File: config.mk
export PLATFORM = sky130hd
export DESIGN_NAME = pd_wake_sequencer
export DESIGN_NICKNAME = d
export VERILOG_FILES = /design/src/rtl/pdseq_pkg.sv /design/src/rtl/pdseq_wake_sync.sv /design/src/rtl/pdseq_regs.sv /design/src/rtl/pdseq_fsm.sv /design/src/rtl/pd_wake_sequencer.sv
export SDC_FILE = /design/constraint.sdc
export NUM_CORES = 1
export LEC_CHECK = 0
export ABC_AREA = 0
export ABC_CLOCK_PERIOD_IN_PS = 3700
export BUFFER_PORTS_ARGS = -buffer_cell sky130_fd_sc_hd__buf_4
export CORE_MARGIN = 5
export CORE_UTILIZATION = 35
export DETAILED_ROUTE_END_ITERATION = 8
export HOLD_SLACK_MARGIN = 0.1
export PLACE_DENSITY = 0.58
export SLEW_MARGIN = 20
export SYNTH_ARGS = -nofsm -noshare
export SYNTH_HDL_FRONTEND = slang
export SYNTH_HIERARCHICAL = 1
export SYNTH_SLANG_ARGS = --single-unit
export TNS_END_PERCENT = 100
File: constraint.sdc
create_clock -name clk -period 3.7 [get_ports clk]
set_input_delay 0.74 -clock clk [delete_from_list [all_inputs] [get_ports clk]]
set_output_delay 0.74 -clock clk [all_outputs]
set_load 0.02 [all_outputs]
File: src/rtl/pdseq_pkg.sv
// Package: shared state type and control-field positions for the
// power-down sequencer. Assumes a 9-bit control register.
package pdseq_pkg;
    typedef enum logic [1:0] {
        ST_RUN    = 2'd0,
        ST_DOWN   = 2'd1,
        ST_SETTLE = 2'd2
    } pd_state_t;

    localparam int CTRL_W   = 9;
    localparam int B_ARM    = 0;
    localparam int B_DLY    = 1;
    localparam int B_IRQ    = 2;
    localparam int B_SRCX   = 3;
    localparam int B_HSX    = 4;
    localparam int B_HSR    = 5;
    localparam int B_PLL    = 6;
    localparam int B_LSX    = 7;
    localparam int B_LSR    = 8;
    localparam logic [CTRL_W-1:0] CTRL_RST = 9'h120;
endpackage

File: src/rtl/pdseq_wake_sync.sv
// Two-flop synchronizer for the asynchronous wake vector, followed by an
// OR reduction. Assumes that every wake source stays high for at least two
// clock cycles.
module pdseq_wake_sync #(
    parameter int NWAKE = 8
) (
    input  logic             clk,
    input  logic             rst_n,
    input  logic [NWAKE-1:0] evt_async,
    output logic             evt_any
);
    logic [NWAKE-1:0] meta_q;
    logic [NWAKE-1:0] sync_q;

    // Two flop stages per wake bit.
    always_ff @(posedge clk) begin
        if (!rst_n) begin
            meta_q <= '0;
            sync_q <= '0;
        end else begin
            meta_q <= evt_async;
            sync_q <= meta_q;
        end
    end

    // Any synchronized wake source.
    assign evt_any = |sync_q;
endmodule

File: src/rtl/pdseq_regs.sv
// Holds the control register and the sticky wake status. A hardware clear
// of the arm bit takes priority over a software write, and a wake set takes
// priority over a status-clear write.
module pdseq_regs #(
    parameter int DATA_W = 16
) (
    input  logic                          clk,
    input  logic                          rst_n,
    input  logic                          wr_en,
    input  logic                          wr_addr,
    input  logic [DATA_W-1:0]             wr_data,
    input  logic                          wake_any,
    input  logic                          hw_arm_clr,
    output logic [pdseq_pkg::CTRL_W-1:0]  ctrl,
    output logic                          status
);
    import pdseq_pkg::*;

    logic ctrl_wr;
    logic stat_clr;

    assign ctrl_wr  = wr_en && !wr_addr;
    assign stat_clr = wr_en && wr_addr && wr_data[0];

    // Control register: software load, then a hardware clear of the arm bit.
    always_ff @(posedge clk) begin
        if (!rst_n) begin
            ctrl <= CTRL_RST;
        end else begin
            if (ctrl_wr) ctrl <= wr_data[CTRL_W-1:0];
            if (hw_arm_clr) ctrl[B_ARM] <= 1'b0;
        end
    end

    // Sticky wake status: set wins over a clear write.
    always_ff @(posedge clk) begin
        if (!rst_n)        status <= 1'b0;
        else if (wake_any) status <= 1'b1;
        else if (stat_clr) status <= 1'b0;
    end
endmodule

File: src/rtl/pdseq_fsm.sv
// Run / power-down / settle sequencer with the settling counter. Assumes
// that each strobe is high for one cycle per oscillator cycle.
module pdseq_fsm #(
    parameter int XTAL_SETTLE = 4096,
    parameter int RC_SETTLE   = 16
) (
    input  logic                  clk,
    input  logic                  rst_n,
    input  logic                  arm,
    input  logic                  cpu_sleep,
    input  logic                  dly_en,
    input  logic                  src_xtal,
    input  logic                  wake_any,
    input  logic                  xtal_tick,
    input  logic                  rc_tick,
    output pdseq_pkg::pd_state_t  state,
    output logic                  arm_clr
);
    import pdseq_pkg::*;

    localparam int MAXC  = (XTAL_SETTLE > RC_SETTLE) ? XTAL_SETTLE : RC_SETTLE;
    localparam int CNT_W = $clog2(MAXC + 1);
    localparam logic [CNT_W-1:0] XT_LAST = CNT_W'(XTAL_SETTLE - 1);
    localparam logic [CNT_W-1:0] RC_LAST = CNT_W'(RC_SETTLE - 1);

    logic [CNT_W-1:0] cnt;
    logic             sel_xtal;
    logic             tick;
    logic [CNT_W-1:0] last;

    assign tick    = sel_xtal ? xtal_tick : rc_tick;
    assign last    = sel_xtal ? XT_LAST : RC_LAST;
    assign arm_clr = (state == ST_DOWN) && wake_any;

    // State transitions and settle counting.
    always_ff @(posedge clk) begin
        if (!rst_n) begin
            state    <= ST_RUN;
            cnt      <= '0;
            sel_xtal <= 1'b0;
        end else begin
            case (state)
                ST_RUN: begin
                    if (arm && cpu_sleep) state <= ST_DOWN;
                end
                ST_DOWN: begin
                    if (wake_any) begin
                        if (dly_en) begin
                            state    <= ST_SETTLE;
                            cnt      <= '0;
                            sel_xtal <= src_xtal;
                        end else begin
                            state <= ST_RUN;
                        end
                    end
                end
                ST_SETTLE: begin
                    if (tick) begin
                        if (cnt == last) state <= ST_RUN;
                        else             cnt <= cnt + 1'b1;
                    end
                end
                default: state <= ST_RUN;
            endcase
        end
    end
endmodule

File: src/rtl/pd_wake_sequencer.sv
// Top: power-down entry and wake sequencer. Gates the high-speed sources
// and the system clock in power-down and passes the low-speed enables
// through untouched. Assumes a single always-on clock and strobes that are
// already synchronized.
module pd_wake_sequencer #(
    parameter int DATA_W      = 16,
    parameter int NWAKE       = 8,
    parameter int XTAL_SETTLE = 4096,
    parameter int RC_SETTLE   = 16
) (
    input  logic              clk,
    input  logic              rst_n,
    input  logic              wr_en,
    input  logic              wr_addr,
    input  logic [DATA_W-1:0] wr_data,
    input  logic              cpu_sleep,
    input  logic [NWAKE-1:0]  wake_evt,
    input  logic              xtal_tick,
    input  logic              rc_tick,
    output logic              hs_xtal_en_o,
    output logic              hs_rc_en_o,
    output logic              pll_en_o,
    output logic              ls_xtal_en_o,
    output logic              ls_rc_en_o,
    output logic              sys_clk_release_o,
    output logic              pd_active_o,
    output logic              armed_o,
    output logic              wake_status_o,
    output logic              wake_irq_o
);
    import pdseq_pkg::*;

    logic              wake_any;
    logic              arm_clr;
    logic [CTRL_W-1:0] ctrl;
    logic              status;
    pd_state_t         state;
    logic              hs_allow;

    pdseq_wake_sync #(.NWAKE(NWAKE)) u_sync (
        .clk(clk), .rst_n(rst_n), .evt_async(wake_evt), .evt_any(wake_any)
    );

    pdseq_regs #(.DATA_W(DATA_W)) u_regs (
        .clk(clk), .rst_n(rst_n), .wr_en(wr_en), .wr_addr(wr_addr),
        .wr_data(wr_data), .wake_any(wake_any), .hw_arm_clr(arm_clr),
        .ctrl(ctrl), .status(status)
    );

    pdseq_fsm #(.XTAL_SETTLE(XTAL_SETTLE), .RC_SETTLE(RC_SETTLE)) u_fsm (
        .clk(clk), .rst_n(rst_n), .arm(ctrl[B_ARM]), .cpu_sleep(cpu_sleep),
        .dly_en(ctrl[B_DLY]), .src_xtal(ctrl[B_SRCX]), .wake_any(wake_any),
        .xtal_tick(xtal_tick), .rc_tick(rc_tick), .state(state),
        .arm_clr(arm_clr)
    );

    // High-speed sources run in every state except power-down.
    assign hs_allow          = (state != ST_DOWN);
    assign hs_xtal_en_o      = ctrl[B_HSX] && hs_allow;
    assign hs_rc_en_o        = ctrl[B_HSR] && hs_allow;
    assign pll_en_o          = ctrl[B_PLL] && hs_allow;
    assign ls_xtal_en_o      = ctrl[B_LSX];
    assign ls_rc_en_o        = ctrl[B_LSR];
    assign sys_clk_release_o = (state == ST_RUN);
    assign pd_active_o       = (state == ST_DOWN);
    assign armed_o           = ctrl[B_ARM];
    assign wake_status_o     = status;
    assign wake_irq_o        = status && ctrl[B_IRQ];
endmodule

==> results.cfg, run 1 <==
[run_status]
status = completed

[synth]
yosysSeqAreaShare_pct = 43.6
synth_xor_area_share_pct = 0
synth_compound_area_share_pct = 14.5
synth.ff_latch_count = 42
yosysWarningCount = 6
synth_top_family_by_area = simple AND/OR/NAND/NOR gates
synth_cells = 198
synth-simple-area-share_pct = 31.8
synthDistinctLibCells = 48
syn_nets = 230
synth_area_um2 = 1930
synthMuxAreaShare_pct = 5.77
synth-adder-area-share_pct = 0.649
syn_avg_cell_area_um2 = 9.74

[placement]
dpl.hpwl_mm = 2.75
place.gp.congestion = 0.784
io_buffers = 33

[setup_path]
arrival_ns = 2.25
path_class = register to register
start_kind = register
crit_fanout = 12
worst_ep_required_time_ns = 3.88
critPathCaptureType = register

[floorplanning]
fp.dieH_um = 84.2
ios = 41
core_um2 = 5440
initial_core_util_pct = 35.5
die_x_um = 84.2
rows = 27
dieArea_um2 = 7100

[sta]
worstMarginPinSlew_ns = 0.658
fmax_mhz = 484
maxSlewHeadroom_pct = 55.3
hold_viol = 0
setup_viol_count_final = 0
drv_slew = 0
layout_min_cycle_time_ns = 2.07
period_share_pct = 55.8
fin_skew_ns = 0.00396
rsz0062_at_grt = false
holdWs_ns = 0.449
final.setup.tns_ns = 0

[clock_network]
post_cts_buffers = 0
cts_resized = 0
hold_buffers = 0
worstSkewPairLatency_ns = 0.28
cts.sinks = 42
cts_max_level = 2
cts_buffers = 5
cts.path.max_buffers = 2
root_buffer = clkbuf_8
cts_tree = yes
path_clk_slew_ns = 0.08

[cells_and_area]
multi_input_area_um2 = 1020
area_delta_synth_final_pct = 20.0
nFillCells = 533
final_nets = 262
diodes = 0
drive_gt1_share_pct = 30.0
regArea_um2 = 841

[routing]
antenna_left = 0
drc = 0
wl_per_cell_um = 12.9
firstDrtPassIters = 4
viasPerCell = 4.92
wl_mm = 3.90
dr_total_vias = 1487
drtIter0Drc = 80

[grt]
grt_first_pass_wirelength_mm = 7.00
gr-total-overflow = 0
grt_usage_pct = 11.7
antenna_found_initial = 0
grt_pass1_vias = 1466
grt_max_degree = 42

[pwr]
cellPowerDensity_nw_per_um2 = 394
peakVddDrop_mv = 0.169
power_leakage_nw = 0.917

[flow_run]
drv_cap = 0

[worst_hold_path]
hp-class = register to register
flip-flops by register name, indices dropped and copies added (netlist names):
register,cells
u_sync/sync_q,8
u_fsm/cnt,13
u_fsm/state,2
u_regs/status,1
u_fsm/sel_xtal,1
u_sync/meta_q,8
u_regs/ctrl,9
per-layer routing:
layer	share of wire (%)	track usage [%]
met5	0	0
met4	0.51	3.51
met3	6.0	4.12
met2	45	18.2
met1	49	15.3
cell usage in the layout, fill, tap and decap left out, drive strengths merged, types with 4 or more instances in the layout:
cell	instances
nand4	4
a21boi	7
nor4	6
nor2	9
nor2b	4
buf	33
a21oi	4
dfxtp	42
o21ai	7
nand2	27
mux2i	6
and2	23
clkbuf	6
nand2b	4
nor3	4
nand3	8
o22a	4
area by class of cell:
cell class	count	share of cell area (%)
inverters	2	0.324
flip-flops and latches	42	36.3
multi-input cells	146	43.9
well taps	72	3.89
repair buffers	33	10.7
clock buffers	6	3.57
clock inverters	1	1.30
report_power, final:
part | internal, mW | switching [mW]
logic | 0.0397 | 0.0352
clock network | 0.216 | 0.149
registers | 0.466 | 0.00610
total | 0.722 | 0.190
critical path: stages, from the launching register on:
cell and delay [ns]:
dfxtp_1 0.59, mux2i_2 0.65, nor4_2 0.16, and3_1 0.23, mux2i_1 0.11, a22o_1 0.22
final timing paths:
kind	to	cells after the start	startpoint	slack [ns]
setup reg to reg	u_fsm/cnt[11]	5	u_fsm/sel_xtal	1.63
setup / recovery	u_fsm/cnt[11]	5	u_fsm/sel_xtal	1.63
hold / removal	u_sync/sync_q[4]	1	u_sync/meta_q[4]	0.45
hold reg to reg	u_sync/sync_q[4]	1	u_sync/meta_q[4]	0.45
cell families after synthesis:
logic type	count (synthesis)
AND/OR/NAND/NOR	102
flip-flops	42
AO/OA/AOI/OAI	35
buffers and inverters	10
multiplexers	8
adder cells (fa/ha/maj)	1
stage by stage:
step	setup WS [ns]	cell area, um^2	cells	util (%)	power, mW
5_1_grt	1.54	2320	302	42.6	0.957
6_report	1.63	2320	302	42.6	0.912
4_1_cts	1.64	2320	302	42.6	0.925
3_3_place_gp	1.48	2200	295	40.5	0.558
3_5_place_dp	1.49	2200	295	40.5	0.559
2_1_floorplan	1.82	1930	198	-	0.526
cells in the mapped netlist, drive strengths merged:
| master | n | area [um^2] |
|---|---|---|
| mux2i | 6 | 88.8 |
| a22o | 3 | 26.3 |
| clkbuf | 3 | 11.3 |
| mux2 | 2 | 22.5 |
| or3 | 1 | 11.3 |
| nand4 | 4 | 25.0 |
| buf | 5 | 52.6 |
| nand2 | 27 | 101 |
| or4 | 3 | 30.0 |
| ha | 1 | 12.5 |
| dfxtp | 42 | 841 |
| and2 | 23 | 161 |
| nor2 | 9 | 41.3 |
| a31o | 1 | 8.76 |
| nand2b | 4 | 32.5 |
| and3 | 3 | 18.8 |
| nand4b | 2 | 17.5 |
| a41o | 1 | 10.0 |
| nand3 | 8 | 40.0 |
| nor3 | 4 | 20.0 |
| nor4 | 6 | 43.8 |
| nor3b | 3 | 27.5 |
| a31oi | 1 | 21.3 |
| o2111ai | 1 | 8.76 |
| o22a | 4 | 35.0 |
| o21ai | 7 | 35.0 |
| a211o | 2 | 17.5 |
| a21oi | 4 | 31.3 |
| and4 | 1 | 11.3 |
| o22ai | 2 | 12.5 |
| o41ai | 1 | 8.76 |
| o221a | 1 | 11.3 |
| inv | 2 | 7.51 |
| nor2b | 4 | 32.5 |
| a21boi | 7 | 52.6 |
Note: power is estimated with default switching activity, not from simulation.
==> run 2: changes to the inputs <==
--- a/config.mk
+++ b/config.mk
@@ -5,14 +5,14 @@
 export SDC_FILE = /design/constraint.sdc
 export NUM_CORES = 1
 export LEC_CHECK = 0
-export ABC_AREA = 0
-export ABC_CLOCK_PERIOD_IN_PS = 3700
+export ABC_AREA = 1
+export ABC_CLOCK_PERIOD_IN_PS = 1700
 export BUFFER_PORTS_ARGS = -buffer_cell sky130_fd_sc_hd__buf_4
 export CORE_MARGIN = 5
 export CORE_UTILIZATION = 35
 export DETAILED_ROUTE_END_ITERATION = 8
 export HOLD_SLACK_MARGIN = 0.1
-export PLACE_DENSITY = 0.58
+export PLACE_DENSITY = 0.6
 export SLEW_MARGIN = 20
 export SYNTH_ARGS = -nofsm -noshare
 export SYNTH_HDL_FRONTEND = slang
==> constraint.sdc (replaced) <==
create_clock -name clk -period 1.7 [get_ports clk]
set_input_delay 0.34 -clock clk [delete_from_list [all_inputs] [get_ports clk]]
set_output_delay 0.34 -clock clk [all_outputs]
set_load 0.02 [all_outputs]
==> results.cfg, run 2 <==
[synth]
synth.area.top_cells = dfxtp_1, nand2_1, inv_1
yosysWarningCount = 6
async_flop_share_pct = 0
yosys_most_used_dff = dfxtp_1
syn_avg_cell_area_um2 = 6.93
synthDistinctLibCells = 25
synth.ff_latch_count = 42
yosysTopAreaCell = dfxtp_1
yosysTopAreaCellShare_pct = 39.8
synth_commonest_cells = nand2_1, inv_1, dfxtp_1, nor2_1, a21oi_1
yosysMostFrequentCell = nand2_1
synth_edf_count = 0
synth_cells = 305
yosysSeqAreaShare_pct = 39.8
synth_area_um2 = 2110
syn_nets = 337

[floorplanning]
die_x_um = 87.7
ios = 41
fp.dieH_um = 87.7
dieArea_um2 = 7700
core_um2 = 5890
rows = 28
initial_core_util_pct = 35.9

[setup_path]
path_class = register to register
crit_fanout = 15
arrival_ns = 1.76
critPathCaptureType = register
start_kind = register
worst_ep_required_time_ns = 1.94

[placement]
dp.cells = 417
io_buffers = 33
place.gp.congestion = 0.836
dpl.hpwl_mm = 3.10

[sta]
setup_viol_count_final = 0
fin_skew_ns = 0.00718
hold_viol = 0
worstMarginPinSlew_ns = 0.401
holdWs_ns = 0.207
layout_min_cycle_time_ns = 1.52
rsz0062_at_grt = false
maxSlewHeadroom_pct = 73.3
final.setup.tns_ns = 0
drv_slew = 0
period_share_pct = 89.3
fmax_mhz = 659

[grt]
antenna_found_initial = 0
gr-total-overflow = 0
grt_first_pass_wirelength_mm = 7.51
grt_max_degree = 37
grt_pass1_vias = 1801
grt_usage_pct = 12.1

[pwr]
cellPowerDensity_nw_per_um2 = 850
power_leakage_nw = 1.20
total_power_mw = 2.21
peakVddDrop_mv = 0.526

[run_status]
status = completed

[routing]
firstDrtPassIters = 4
wl_mm = 4.20
wl_met2_mm = 1.99
dr_total_vias = 1903
top_layer = met4
wl_per_cell_um = 9.86
viasPerCell = 4.47
drtIter0Drc = 68
antenna_left = 0
drc = 0
wl_met1_mm = 1.96
dr_wl_met3_um = 208

[cells_and_area]
drive_gt1_share_pct = 27.1
final_nets = 382
utilization_pct = 44.2
largest_register_ffs = 13
regMostFlops = u_fsm/cnt
layoutNonFillerInstCount = 426
final_cell_mix = nand2_1, buf_4, inv_1
nFillCells = 617
largestRegisters = u_fsm/cnt x13, u_regs/ctrl x9
diodes = 0
final_common_cell = nand2_1
area_delta_synth_final_pct = 23.1

[worst_hold_path]
hp-class = primary input to register

[clock_network]
cts.sinks = 42
hold_buffers = 0
root_buffer = clkbuf_8
path_clk_slew_ns = 0.09
cts_max_level = 2
cts.path.max_buffers = 2
worstSkewPairLatency_ns = 0.30
cts_tree = yes
cts_buffers = 5

[flow_run]
drv_cap = 0
## run 2: changes by cell type after synthesis, sizes merged, moves of 7 or more
cell    delta
a21boi     -7
a21oi     +19
and2      -23
inv       +49
nand2     +56
nand3     +21
nor2      +40
## run 2: final timing paths
path / cells after the start / slack, ns / endpoint / start
max: 12 / 0.18 / u_fsm/cnt[10] / u_fsm/cnt[0]
min: 3 / 0.21 / u_sync/meta_q[5] / wake_evt[5]
max reg2reg: 12 / 0.18 / u_fsm/cnt[10] / u_fsm/cnt[0]
min reg2reg: 2 / 0.42 / u_sync/sync_q[1] / u_sync/meta_q[1]
## run 2: worst max-delay path, cell delays in order, from the launching register on
cell     delay [ns]
dfxtp_4        0.38
ha_4           0.14
nand2_2        0.06
nor2_4         0.11
inv_2          0.05
nor2_2         0.08
nand3_2        0.08
nand2_2        0.09
nand2_4        0.07
buf_12         0.15
nand3_1        0.08
nand2_1        0.05
nor2_1         0.11
## run 2: routing by layer
layer	up-vias	GRT usage (%)
li1	1033	-
met1	828	14.5
met2	36	20.6
met3	6	3.29
met4	0	4.46
met5	-	0
## run 2: logic make-up (layout without fill, tap and decap cells)
family | after synthesis | count (layout) | synth area share [%]
AOI/OAI and AO/OA | 39 | 39 | 9.53
adders and majority gates | 1 | 1 | 0.592
buffers and inverters | 58 | 104 | 12.8
DFF | 42 | 42 | 39.8
and+or+nand+nor | 165 | 165 | 37.3
## run 2: power breakdown
| part | leakage, nW | switching [mW] | internal (mW) | total (mW) |
|---|---|---|---|---|
| Sequential | 0.346 | 0.0512 | 1.05 | 1.10 |
| Combinational | 0.802 | 0.231 | 0.185 | 0.416 |
| Clock | 0.0506 | 0.390 | 0.307 | 0.697 |
## run 2: area by class of cell
| cell class | count | area (um^2) | area share [%] |
|---|---|---|---|
| flip-flops and latches | 42 | 846 | 32.5 |
| inverters | 51 | 194 | 7.45 |
| multi-input cells | 205 | 1020 | 39.3 |
| clock buffers | 5 | 68.8 | 2.64 |
| well taps | 75 | 93.8 | 3.60 |
| repair buffers | 45 | 350 | 13.5 |
| clock inverters | 3 | 28.8 | 1.11 |
## run 2: metrics by stage
stage	setup WS, ns	area [um^2]
2_1_floorplan	0.238	2110
3_3_place_gp	0.138	2470
3_5_place_dp	0.108	2470
4_1_cts	0.0756	2570
5_1_grt	0.0118	2600
6_report	0.182	2600
## run 2: timing repair
| action | CTS | global route |
|---|---|---|
| gates resized for setup | 0 | 7 |
| endpoints found under the setup margin | 0 | 13 |
| buffers inserted | 0 | 1 |
==> run 3: changes to the inputs <==
--- a/config.mk
+++ b/config.mk
@@ -8,11 +8,14 @@
 export ABC_AREA = 1
 export ABC_CLOCK_PERIOD_IN_PS = 1700
 export BUFFER_PORTS_ARGS = -buffer_cell sky130_fd_sc_hd__buf_4
+export CELL_PAD_IN_SITES_DETAIL_PLACEMENT = 1
+export CELL_PAD_IN_SITES_GLOBAL_PLACEMENT = 1
 export CORE_MARGIN = 5
 export CORE_UTILIZATION = 35
 export DETAILED_ROUTE_END_ITERATION = 8
 export HOLD_SLACK_MARGIN = 0.1
-export PLACE_DENSITY = 0.6
+export PLACE_DENSITY = 0.78
+export REMOVE_ABC_BUFFERS = 1
 export SLEW_MARGIN = 20
 export SYNTH_ARGS = -nofsm -noshare
 export SYNTH_HDL_FRONTEND = slang
==> results.cfg, run 3 (synthesis results as in run 2) <==
[cells_and_area]
final_cell_mix = nand2_1, inv_1, buf_4
regMostFlops = u_fsm/cnt
nFillCells = 765
diodes = 0
largestRegisters = u_fsm/cnt x13, u_regs/ctrl x9
largest_register_ffs = 13
area_delta_synth_final_pct = 22.4
final_common_cell = nand2_1
drive_gt1_share_pct = 27.1
final_nets = 381
utilization_pct = 44.0

[floorplanning]
die_x_um = 87.7
core_um2 = 5890
rows = 28
dieArea_um2 = 7700
initial_core_util_pct = 35.9
fp.dieH_um = 87.7
ios = 41

[routing]
drc = 0
wl_per_cell_um = 12.2
antenna_left = 0
drtIter0Drc = 29
wl_mm = 5.20
firstDrtPassIters = 4
dr_total_vias = 1975
viasPerCell = 4.65

[flow_run]
drv_cap = 0

[setup_path]
rr_worst_depth = 7
start_kind = register
crit_family = simple AND/OR/NAND/NOR gates
crit_top_cell = a21oi_1
slowest_stage = dfxtp_2
cp.depth = 7
arrival_ns = 1.82
reg2reg_from = u_fsm/state[1]
critPathBufInv = 2
crit_fanout = 13
crit_chain = inv_1 > nand2_2 > a21oi_1 > nor2_2 > buf_4 > nand3_1 > a21oi_1
worst_ep_required_time_ns = 1.93
critPathCaptureType = register
r2r-end = u_fsm/cnt[8]
max_stage_delay_ns = 0.40
path_class = register to register
reg2reg_slack_ns = 0.11

[grt]
gr-total-overflow = 0
antenna_found_initial = 0
grt_pass1_vias = 2060
grt_first_pass_wirelength_mm = 8.68
grt_usage_pct = 14.2
grt_max_degree = 37

[clock_network]
root_buffer = clkbuf_8
cts.path.max_buffers = 2
path_clk_slew_ns = 0.09
cts.sinks = 42
worstSkewPairLatency_ns = 0.30
cts_max_level = 2
cts_tree = yes
cts_buffers = 5

[pwr]
cellPowerDensity_nw_per_um2 = 845
power_leakage_nw = 1.19
peakVddDrop_mv = 0.437
total_power_mw = 2.19

[sta]
layout_min_cycle_time_ns = 1.59
worstMarginPinSlew_ns = 0.411
setup_viol_count_final = 0
fin_skew_ns = 0.00403
maxSlewHeadroom_pct = 72.6
period_share_pct = 93.4
fmax_mhz = 630
hold_viol = 0
rsz0062_at_grt = false
drv_slew = 0

[placement]
dpl.hpwl_mm = 3.74
place.gp.congestion = 0.802
io_buffers = 33

[worst_hold_path]
hold-path-cell-count = 3
hp-class = primary input to register
hold_start = wake_evt[5]
holdPathEnd = u_sync/meta_q[5]

[run_status]
status = completed
-- run 3: repair_timing --
| action | 4_1_cts | 5_1_grt |
|---|---|---|
| resized for setup | 2 | 7 |
| hold buffers | 0 | 0 |
| pin swaps | 0 | 1 |
| buffers inserted | 0 | 0 |
| setup endpoints to repair | 4 | 13 |
| gates cloned | 0 | 1 |
-- run 3: how the worst max path moves through the flow --
| stage | start | to | slack [ns] |
|---|---|---|---|
| 3_3_place_gp | u_fsm/cnt[0] | u_fsm/cnt[7] | 0.03 |
| 5_1_grt | u_fsm/cnt[0] | u_fsm/cnt[5] | 0.005 |
| 2_1_floorplan | u_fsm/state[1] | u_fsm/cnt[5] | -0.03 |
| 4_1_cts | u_fsm/cnt[0] | u_fsm/cnt[8] | 0.009 |
| 3_5_place_dp | u_fsm/cnt[0] | u_fsm/cnt[8] | -0.07 |
| 6_report | u_fsm/state[1] | u_fsm/cnt[8] | 0.11 |
-- run 3: per-layer routing --
metal	GRT usage [%]	part of all wire, %	up-vias
met5	0	0	-
met4	2.93	0.38	0
met3	4.52	4.0	2
met2	25.6	50	32
met1	16.4	46	910
li1	-	-	1031
-- run 3: report_power, final --
part	total [mW]	internal [mW]	switching, mW
combinational	0.415	0.166	0.249
clock	0.665	0.296	0.369
sequential	1.11	1.05	0.0566
total	2.19	1.51	0.674
-- run 3: worst reg2reg max path, stage by stage (launching register included) --
cell     delay (ns)
dfxtp_2        0.40
inv_1          0.10
nand2_2        0.20
a21oi_1        0.09
nor2_2         0.22
buf_4          0.27
nand3_1        0.10
a21oi_1        0.15
-- run 3: layout make-up --
type / count / area [um^2] / area share, %
Multi-Input combinational cell: 206 / 1040 / 40.1
Tap cell: 75 / 93.8 / 3.63
Clock inverter: 3 / 25.0 / 0.967
Clock buffer: 5 / 68.8 / 2.66
Timing Repair Buffer: 43 / 323 / 12.5
Inverter: 51 / 194 / 7.50
Sequential cell: 42 / 846 / 32.7
-- run 3: stage by stage --
step | setup slack (ns) | instance area (um^2) | TNS, ns | hold slack [ns] | std cells
6_report | 0.112 | 2590 | 0 | 0.215 | 425
5_1_grt | 0.00544 | 2590 | 0 | 0.210 | 425
4_1_cts | 0.00924 | 2560 | 0 | 0.201 | 424
3_5_place_dp | -0.0697 | 2450 | -0.231 | 0.403 | 416
3_3_place_gp | 0.0274 | 2450 | 0 | 0.396 | 416
2_1_floorplan | -0.0293 | 2040 | -0.117 | 0.390 | 298
